$ cat src/rtl/qdrb2_pkg.sv
package qdrb2_pkg;

    // One device edge per system clock, in device order
    typedef enum logic [1:0] {
        SLOT_KR  = 2'd0,   // write-clock rise
        SLOT_KNR = 2'd1,   // inverted write-clock rise
        SLOT_CR  = 2'd2,   // read-clock rise
        SLOT_CNR = 2'd3    // inverted read-clock rise
    } slot_e;

endpackage

$ cat src/rtl/qdrb2_slot_seq.sv
module qdrb2_slot_seq
    import qdrb2_pkg::*;
(
    input  logic  clk,
    input  logic  rst_n,
    output slot_e slot_o
);

    slot_e slot_d, slot_q;

    always_comb begin
        slot_d = slot_e'(slot_q + 2'd1);
    end

    always_ff @(posedge clk or negedge rst_n) begin
        if (!rst_n) slot_q <= SLOT_KR;
        else        slot_q <= slot_d;
    end

    assign slot_o = slot_q;

endmodule

$ cat src/rtl/qdrb2_array.sv
module qdrb2_array #(
    parameter int AW     = 4,
    parameter int LANE_W = 9,
    parameter int LANES  = 2
) (
    input  logic                    clk,
    input  logic                    rst_n,
    input  logic                    we,
    input  logic [AW-1:0]           waddr,
    input  logic [LANE_W*LANES-1:0] wdata,
    input  logic [LANES-1:0]        wlane,
    input  logic [AW-1:0]           raddr,
    output logic [LANE_W*LANES-1:0] rword0,
    output logic [LANE_W*LANES-1:0] rword1
);

    localparam int W     = LANE_W * LANES;
    localparam int DEPTH = 1 << AW;

    typedef struct packed {
        logic [DEPTH-1:0][W-1:0] mem;
    } arr_t;

    arr_t st_d, st_q;
    logic [W-1:0] lane_bits;

    // Expand the per-lane enables into a per-bit mask
    for (genvar l = 0; l < LANES; l++) begin : g_lane
        assign lane_bits[l*LANE_W +: LANE_W] = {LANE_W{wlane[l]}};
    end

    always_comb begin
        st_d = st_q;
        if (we) begin
            st_d.mem[waddr] = (st_q.mem[waddr] & ~lane_bits) | (wdata & lane_bits);
        end
    end

    always_ff @(posedge clk or negedge rst_n) begin
        if (!rst_n) st_q <= '0;
        else        st_q <= st_d;
    end

    // Partner word: least significant address bit inverted
    assign rword0 = st_q.mem[raddr];
    assign rword1 = st_q.mem[raddr ^ AW'(1)];

endmodule

$ cat src/rtl/qdrb2_read_path.sv
module qdrb2_read_path
    import qdrb2_pkg::*;
#(
    parameter int W = 18
) (
    input  logic         clk,
    input  logic         rst_n,
    input  slot_e        slot,
    input  logic         capture,
    input  logic [W-1:0] cap_w0,
    input  logic [W-1:0] cap_w1,
    input  logic         parked,
    output logic [W-1:0] q_o,
    output logic         q_drive_o
);

    typedef struct packed {
        logic         cap_vld;
        logic [W-1:0] cap_w0;
        logic [W-1:0] cap_w1;
        logic         out_vld;
        logic         out_park;
        logic [W-1:0] out_w0;
        logic [W-1:0] out_w1;
        logic [W-1:0] q;
        logic         drv;
    } rp_t;

    rp_t   st_d, st_q;
    slot_e beat0, beat1;

    always_comb begin
        st_d  = st_q;
        beat0 = st_q.out_park ? SLOT_KR  : SLOT_CR;
        beat1 = st_q.out_park ? SLOT_KNR : SLOT_CNR;

        // Drive the burst handed over at the end of the previous cycle
        if (slot == beat0) begin
            st_d.drv = st_q.out_vld;
            st_d.q   = st_q.out_vld ? st_q.out_w0 : '0;
        end else if (slot == beat1 && st_q.out_vld) begin
            st_d.q   = st_q.out_w1;
        end

        // Snapshot both words before any write at this edge lands
        if (slot == SLOT_KR) begin
            st_d.cap_vld = capture;
            if (capture) begin
                st_d.cap_w0 = cap_w0;
                st_d.cap_w1 = cap_w1;
            end
        end

        // Hand over to the delivery stage at the end of the device cycle
        if (slot == SLOT_CNR) begin
            st_d.out_vld  = st_q.cap_vld;
            st_d.out_w0   = st_q.cap_w0;
            st_d.out_w1   = st_q.cap_w1;
            st_d.out_park = parked;
        end
    end

    always_ff @(posedge clk or negedge rst_n) begin
        if (!rst_n) st_q <= '0;
        else        st_q <= st_d;
    end

    assign q_o       = st_q.q;
    assign q_drive_o = st_q.drv;

endmodule

$ cat src/rtl/qdrb2_sram.sv
module qdrb2_sram
    import qdrb2_pkg::*;
#(
    parameter int AW     = 4,
    parameter int LANE_W = 9,
    parameter int LANES  = 2
) (
    input  logic                    clk,
    input  logic                    rst_n,
    input  logic                    rd_n_i,
    input  logic                    wr_n_i,
    input  logic [AW-1:0]           addr_i,
    input  logic [LANE_W*LANES-1:0] d_i,
    input  logic [LANES-1:0]        bw_n_i,
    input  logic                    rclk_parked_i,
    output logic [LANE_W*LANES-1:0] q_o,
    output logic                    q_drive_o,
    output logic [1:0]              slot_o
);

    localparam int W = LANE_W * LANES;

    typedef struct packed {
        logic          wr_act;
        logic [AW-1:0] wr_addr;
    } ctl_t;

    ctl_t          ctl_d, ctl_q;
    slot_e         slot;
    logic          arr_we;
    logic [AW-1:0] arr_waddr;
    logic [W-1:0]  rword0, rword1;
    logic          rd_take;

    qdrb2_slot_seq u_slot (
        .clk    (clk),
        .rst_n  (rst_n),
        .slot_o (slot)
    );

    always_comb begin
        ctl_d     = ctl_q;
        arr_we    = 1'b0;
        arr_waddr = addr_i;
        rd_take   = 1'b0;
        unique case (slot)
            SLOT_KR: begin
                rd_take       = !rd_n_i;
                arr_we        = !wr_n_i;
                arr_waddr     = addr_i;
                ctl_d.wr_act  = !wr_n_i;
                ctl_d.wr_addr = addr_i;
            end
            SLOT_KNR: begin
                arr_we       = ctl_q.wr_act;
                arr_waddr    = ctl_q.wr_addr ^ AW'(1);
                ctl_d.wr_act = 1'b0;
            end
            default: ;
        endcase
    end

    always_ff @(posedge clk or negedge rst_n) begin
        if (!rst_n) ctl_q <= '0;
        else        ctl_q <= ctl_d;
    end

    qdrb2_array #(
        .AW     (AW),
        .LANE_W (LANE_W),
        .LANES  (LANES)
    ) u_array (
        .clk    (clk),
        .rst_n  (rst_n),
        .we     (arr_we),
        .waddr  (arr_waddr),
        .wdata  (d_i),
        .wlane  (~bw_n_i),
        .raddr  (addr_i),
        .rword0 (rword0),
        .rword1 (rword1)
    );

    qdrb2_read_path #(
        .W (W)
    ) u_rpath (
        .clk       (clk),
        .rst_n     (rst_n),
        .slot      (slot),
        .capture   (rd_take),
        .cap_w0    (rword0),
        .cap_w1    (rword1),
        .parked    (rclk_parked_i),
        .q_o       (q_o),
        .q_drive_o (q_drive_o)
    );

    assign slot_o = slot;

endmodule

$ cat config.mk
export PLATFORM = sky130hd
export DESIGN_NAME = qdrb2_sram
export DESIGN_NICKNAME = d
export VERILOG_FILES = /design/src/rtl/qdrb2_pkg.sv /design/src/rtl/qdrb2_slot_seq.sv /design/src/rtl/qdrb2_array.sv /design/src/rtl/qdrb2_read_path.sv /design/src/rtl/qdrb2_sram.sv
export SDC_FILE = /design/constraint.sdc
export NUM_CORES = 1
export LEC_CHECK = 0
export BUFFER_PORTS_ARGS = -buffer_cell sky130_fd_sc_hd__buf_4
export CAP_MARGIN = 20
export CORE_AREA = 2 2 291 221
export DETAILED_ROUTE_END_ITERATION = 7
export DIE_AREA = 0 0 293 223
export GPL_TIMING_DRIVEN = 1
export PLACE_DENSITY = 0.61
export SYNTH_ARGS = -nofsm -noshare
export SYNTH_HDL_FRONTEND = slang
export SYNTH_SLANG_ARGS = --single-unit
$ cat constraint.sdc
create_clock -name clk -period 7.5 [get_ports clk]
set_clock_uncertainty 0.15 [all_clocks]
set_input_delay 0.375 -clock clk [delete_from_list [all_inputs] [get_ports clk]]
set_output_delay 0.375 -clock clk [all_outputs]
set_load 0.1 [all_outputs]
## Word-level counts from Yosys, hierarchy flattened

Index checks and enable logic that the tools add are counted.

- Bits in registers: 389
- Input bits: 29
- Logic and storage cells: 70

- Add/sub/neg operators: 1
- $lt $le $gt $ge: 4
- Equal/unequal tests: 4
- Muxes and demuxes: 18
- Bitwise operators: 7
- Reductions and logical operators: 8

Operator list:

| operator | count |
|---|---|
| bitwise mux 288 bit | 1 |
| binary-select mux 18 bit (select 4 bit) | 3 |
| 2-to-1 mux 18 bit | 7 |
| demux 18 bit (select 4 bit) | 1 |
| bitwise AND 18 bit | 2 |
| inverter 18 bit | 1 |
| bitwise OR 18 bit | 1 |
| less-than comparator 4 x 5 -> 1 bit, second input constant | 3 |
| == test 2 bit | 2 |
| greater-or-equal comparator 4 x 1 -> 1 bit, second input constant | 1 |
| 2-to-1 mux 2 bit | 2 |
| 2-to-1 mux 4 bit | 1 |
| one-hot mux 1 bit (2 select lines) | 2 |
| nonzero test 2 bit | 2 |
| adder 2 x 1 -> 2 bit, second input constant | 1 |
| == test 2 x 1 -> 1 bit, second input constant | 1 |
| == test 2 bit, second input constant | 1 |
| logical AND 1 bit | 2 |
| logical NOT 1 bit | 2 |
| logical NOT 2 bit | 1 |
| inverter 1 bit | 2 |
| inverter 2 bit | 1 |
| AND reduction 2 bit | 1 |
| 2-to-1 mux 1 bit | 1 |

## Depth between registers and ports, before layout

- Depth in word-level cells: 7
- Gate-level depth with buffers: 13
- Depth with buffers taken out: 7

## Modules after synthesis

Synthesis repeated with hierarchy kept, for this count alone.

- Cells, all modules: 1857
- Area total of the unflattened synthesis: 21536.9 µm²

By module, submodules not included:

| module | times used | cells each | area each (µm²) |
|---|---|---|---|
| qdrb2_array | 1 | 1585 | 17322.9 |
| qdrb2_read_path | 1 | 244 | 3866.2 |
| qdrb2_sram | 1 | 24 | 285.3 |
| qdrb2_slot_seq | 1 | 4 | 62.6 |

## Worst setup path after synthesis

Ideal clock, no wire load.

- Path type: reg2reg
- Start point: register u_slot.slot_q[1] (netlist: u_slot.slot_o[1])
- End point: register u_array.st_q[114] (netlist bit)
- Arrival time: 3.140 ns
- Slack: 4.067 ns
- Cell stages (with the launch flop): 13
- Cell sequence: dfrtp_1 inv_1 ha_1 buf_4 and3b_4 buf_6 or2_1 buf_2 buf_6 a2111oi_2 o2111a_2 buf_6 o221ai_1

- Cells in the longest elaborated chain, start to end: 7
- Elaborated cells between the ends (all ways): 14
- Those cells by class: order compare (2); eq/ne (1); mux (7); bitwise (2); reduce/logical (2)

RTL lines:

| element | line | source |
|---|---|---|
| start, declared | qdrb2_slot_seq.sv:9 | `slot_e slot_d, slot_q;` |
| start signal, assigned | qdrb2_slot_seq.sv:17 | `else slot_q <= slot_d;` |
| == test 2 x 1 -> 1 bit | qdrb2_sram.sv:46 | `unique case (slot)` |
| 2-to-1 mux 4 bit | qdrb2_sram.sv:46 |  |
| less-than comparator 4 x 5 -> 1 bit (implied by the code) (tied with other cells) | qdrb2_array.sv:35 | `st_d.mem[waddr] = (st_q.mem[waddr] & ~lane_bits) \| (wdata & lane_bits);` |
| logical AND 1 bit (implied by the code) / 2-to-1 mux 18 bit (equally long branches) | qdrb2_array.sv:35 |  |
| 2-to-1 mux 18 bit (implied by the code) / bitwise AND 18 bit (equally long branches) | qdrb2_array.sv:35 |  |
| demux 18 bit (select 4 bit) / bitwise OR 18 bit (equally long branches) | -- |  |
| bitwise mux 288 bit | qdrb2_array.sv:35 |  |
| end signal, assigned | qdrb2_array.sv:41 | `else st_q <= st_d;` |
| end, declared | qdrb2_array.sv:24 | `arr_t st_d, st_q;` |

Several ways; a longest one is shown, not always the timed one. The select of a mux whose other input is x is not followed.
A chain may end at the register's enable or synchronous reset.

## Worst setup path after layout

- Start point: register u_slot.slot_q[1] (netlist: u_slot.slot_o[1])
- End point: register u_array.st_q[130] (netlist bit)

Same word-level chain as after synthesis.

==> results <==
- The run finished with clean final reports.
- Sequential elements use between 40% and 50% of the synthesized area.
- The final setup violation count is 0.
- The buffer cell driving the clock tree root is sky130_fd_sc_hd__clkbuf_16.
- The sink count of the clock tree is 389.
- The detail-routed via count per cell is roughly 7.3.
- After detailed routing, the met3 layer carries 13700 µm of wire.
- For this design the top-level I/O count stands at 50.
- The final cell count without fillers is 2836.
- The combinational family with the most area after synthesis is compound AO/OA/AOI/OAI gates.
- The total number of placement rows is 80.
- The highest ir drop seen on vdd is ~0.00016 V.
- The wire length of the first global-routing pass is about 130000 µm.
- The congestion estimate from routability-driven global placement came to roughly 0.9.
- TritonCTS built the clock tree.
- The data arrival time of the critical path is 4.60 ns.
- In the routed design, unresolved DRC markers number 0.
- In this run the cell area of the synthesized design comes to around 0.024 mm².
- Synthesis produced a netlist whose cell count is between 2k and 2.5k.
- The library cell used most frequently in the layout, excluding fill and tap cells, is sky130_fd_sc_hd__dfrtp_1.
- STA classifies the critical path startpoint as a flop.
- The post-route minimum period is about 4.3 ns.
- In the synthesized netlist, mux cells make up 20.4% of the area.
- The die height is about 220 µm.
- Buffers placed on the I/O ports in this run total around 50.
- The worst path uses between 50% and 60% of the clock period.
- Summed over all nets, wire length on met2 after detailed routing comes to about 37000 µm.
- The insertion delay to the later sink of the worst-skew pair is slightly below 0.6 ns.
- The predominant post-synthesis flop cell is sky130_fd_sc_hd__dfrtp_1.
- The average wire length per cell after detail routing is 31.7 µm.
- The area of the die is 0.0653 mm².
- The maximum buffer depth of the clock tree is 3.
- After floorplanning, the core was sized to cover ~0.063 mm².
- The number of CTS-inserted buffers is 43.
- The area share of xor/xnor cells in the synthesized design is less than 1%.
- The kind of path behind the tightest hold check is input pin to flop.
- The mean instance size in the synthesized netlist is 11.4 µm².
- The power per unit of standard cell area is 255 mW/mm².
- The wire-length estimate of the detail-placed layout is 50600 µm.
- The post-synthesis async set-or-reset flop share is 100%.
- The critical path is of the flop to flop type.
- The iteration-0 DRC count of the detailed router is 3142.
- The count of pins over their slew limit is 0.
- Entering global routing, the biggest net connects 170 pins.
- The adder and majority cell fraction of the synthesized area is less than 1%.
- The wire length on met1 is roughly 35000 µm.
- The maximum level of the CTS H-tree is 2.
- From synthesis to final layout, the design area changed by 8.97%.
- Setup repair after global routing left no endpoint under its margin.
- After clock tree synthesis, the clock-pin slew on the worst setup and hold paths is about 0.060 ns.
- The number of antenna violations at the first check in global routing came to 5.
- The final layout contains routed wiring with a total length of 90000 µm.
- Summing the areas of all compound-gate instances in the mapped netlist gives a little under a quarter of the synthesized area.
- The synthesis-stage register bit count is slightly below 400.
- When the netlist entered floorplanning its net count stood at between 2k and 2.5k.
- Adding up every negative setup slack in the final design gives 0 ns.
- For this run, the top clock speed supported by timing is 230 MHz.
- The data required time at the worst endpoint is around 7.8 ns.
- The number of synthesis warnings is 0.
- Synthesis instantiated 48 different standard cells from the library.
- The antenna violation net count after detailed routing is 0.
- The worst setup path is captured at a flop.
- The slew at the pin with the worst max-slew slack is 1.17 ns.
- The worst relative slew slack is between 20% and 30%.
- In this run, synthesis inferred 0 flip-flops with an integrated enable.
- Once placement completed, the tool counted placed cells totaling 2752.
- The post-CTS setup buffer count is 0.
- Measured along the x axis, the die boundary spans 293 µm.
- The final net count is roughly 2.0k.
- The top routing layer in use is met5.
- The simple logic cell fraction of the synthesized area is approximately a tenth.
- The first-pass iteration count of the detailed router is 6.
- The max-cap violation count is 0.
- The total global-route track usage is 27.3%.
- The final count of hold timing violations is 0.
- The overall overflow remaining after global route is 0.
- The maximum fanout encountered on the critical timing path is 66.
- The total vias in the final route is about 21k.
- The reported leakage power is roughly 0.010 µW.
- The initial utilization of the core area, before any placement, comes to 38.7%.
- The number of global-route vias before repair is about 20k.
- Cells with a size suffix above 1 make up a little under a quarter of the layout.
- In the layout the commonest cells are sky130_fd_sc_hd__dfrtp_1, sky130_fd_sc_hd__nand2_1, sky130_fd_sc_hd__o221ai_1, sky130_fd_sc_hd__mux4_2, sky130_fd_sc_hd__o21a_1.
## repair_timing
item                                   CTS  global route
gates resized for setup                  0             0
endpoints found under the hold margin   83             0
hold buffers                             3             0
## worst max-delay path: stages (launching register included)
cell and delay [ns]:
sky130_fd_sc_hd__dfrtp_1 0.43, sky130_fd_sc_hd__inv_1 0.13, sky130_fd_sc_hd__ha_4 0.23, sky130_fd_sc_hd__buf_4 0.73, sky130_fd_sc_hd__nor2b_4 0.06, sky130_fd_sc_hd__buf_4 0.48, sky130_fd_sc_hd__a32o_1 0.37, sky130_fd_sc_hd__o41ai_1 0.58
sky130_fd_sc_hd__and4_1 0.73, sky130_fd_sc_hd__o221ai_1 0.23
## layout make-up
class	instances	area, µm²
fillers	5720	36300
multi-input cells	1450	13300
flip-flops and latches	389	9730
clock buffers	58	1240
well taps	820	1030
repair buffers	95	916
clock inverters	17	223
inverters	6	22.5
diodes	1	2.50
## final timing paths
kind	endpoint	slack [ns]	cells after the start	startpoint
max	u_array.st_q[130]	3.16	9	u_slot.slot_o[1]
min	u_rpath.st_q[93]	0.04	3	rd_n_i
max reg2reg	u_array.st_q[130]	3.16	9	u_slot.slot_o[1]
min reg2reg	u_rpath.st_q[93]	0.33	1	u_rpath.st_q[93]
max in group asynchronous	u_array.st_q[229]	5.41	3	rst_n
min in group asynchronous	u_rpath.st_q[40]	0.26	2	rst_n
## metrics by stage
step / instance area [µm²] / setup slack [ns] / power, µW / util [%] / hold WS [ns]
6_report: 26400 / 3.16 / 6730 / 42.1 / 0.0373
3_5_place_dp: 24800 / 3.29 / 4450 / 39.5 / 0.315
5_1_grt: 26400 / 3.09 / 6990 / 42.1 / 0.0430
4_1_cts: 26300 / 3.30 / 6700 / 41.9 / 0.0205
2_1_floorplan: 24300 / 4.07 / 4000 / - / -0.0706
3_3_place_gp: 24700 / 3.35 / 4370 / 39.4 / 0.299
## power by group
| part | internal, µW | switching, µW | leakage (µW) |
|---|---|---|---|
| registers | 2490 | 417 | 0.00506 |
| logic | 734 | 829 | 0.00437 |
| clock network | 1330 | 924 | 0.000722 |
## kinds of logic after synthesis
logic type / count (synthesis)
AOI/OAI and AO/OA: 674
and+or+nand+nor: 514
muxes: 258
xor gates and xnor gates: 1
adders and majority gates: 3
DFF: 389
buffers and inverters: 287
## Yosys cell counts, types with 5 or more instances
master | number | share of area [%]
sky130_fd_sc_hd__mux4_2 | 181 | 17
sky130_fd_sc_hd__nand3_1 | 50 | 1.0
sky130_fd_sc_hd__o21ai_0 | 9 | 0.19
sky130_fd_sc_hd__nand4b_1 | 5 | 0.18
sky130_fd_sc_hd__nand2b_1 | 20 | 0.52
sky130_fd_sc_hd__a32o_1 | 67 | 2.8
sky130_fd_sc_hd__mux2_2 | 77 | 3.6
sky130_fd_sc_hd__buf_2 | 78 | 1.6
sky130_fd_sc_hd__o2111a_2 | 14 | 0.72
sky130_fd_sc_hd__a31oi_1 | 18 | 0.46
sky130_fd_sc_hd__buf_1 | 30 | 0.46
sky130_fd_sc_hd__nand4_1 | 16 | 0.41
sky130_fd_sc_hd__and2_1 | 67 | 1.7
sky130_fd_sc_hd__a2111oi_0 | 8 | 0.29
sky130_fd_sc_hd__clkbuf_1 | 124 | 1.9
sky130_fd_sc_hd__nor2_1 | 22 | 0.34
sky130_fd_sc_hd__nand2_1 | 319 | 4.9
sky130_fd_sc_hd__dfrtp_1 | 389 | 40
sky130_fd_sc_hd__buf_6 | 16 | 0.74
sky130_fd_sc_hd__o221ai_1 | 287 | 10
sky130_fd_sc_hd__o41ai_1 | 56 | 2.0
sky130_fd_sc_hd__a21boi_0 | 69 | 2.1
sky130_fd_sc_hd__inv_1 | 6 | 0.093
sky130_fd_sc_hd__a2111oi_2 | 7 | 0.43
sky130_fd_sc_hd__buf_4 | 33 | 1.0
sky130_fd_sc_hd__o21a_1 | 127 | 3.9
## per-layer routing
metal  track usage [%]  up-vias
met5              1.26        -
met4              11.6        6
met3              11.6      291
met2              37.8     1615
met1              37.2    10500
li1                  -     8249
## state kept, by name (all words and copies together), names as in the netlist
signal	count
u_rpath.st_q	75
u_rpath.q_drive_o	1
u_slot.slot_o	2
u_rpath.q_o	18
ctl_q	5
u_array.st_q	288
Power figures use the tool's default switching activity.
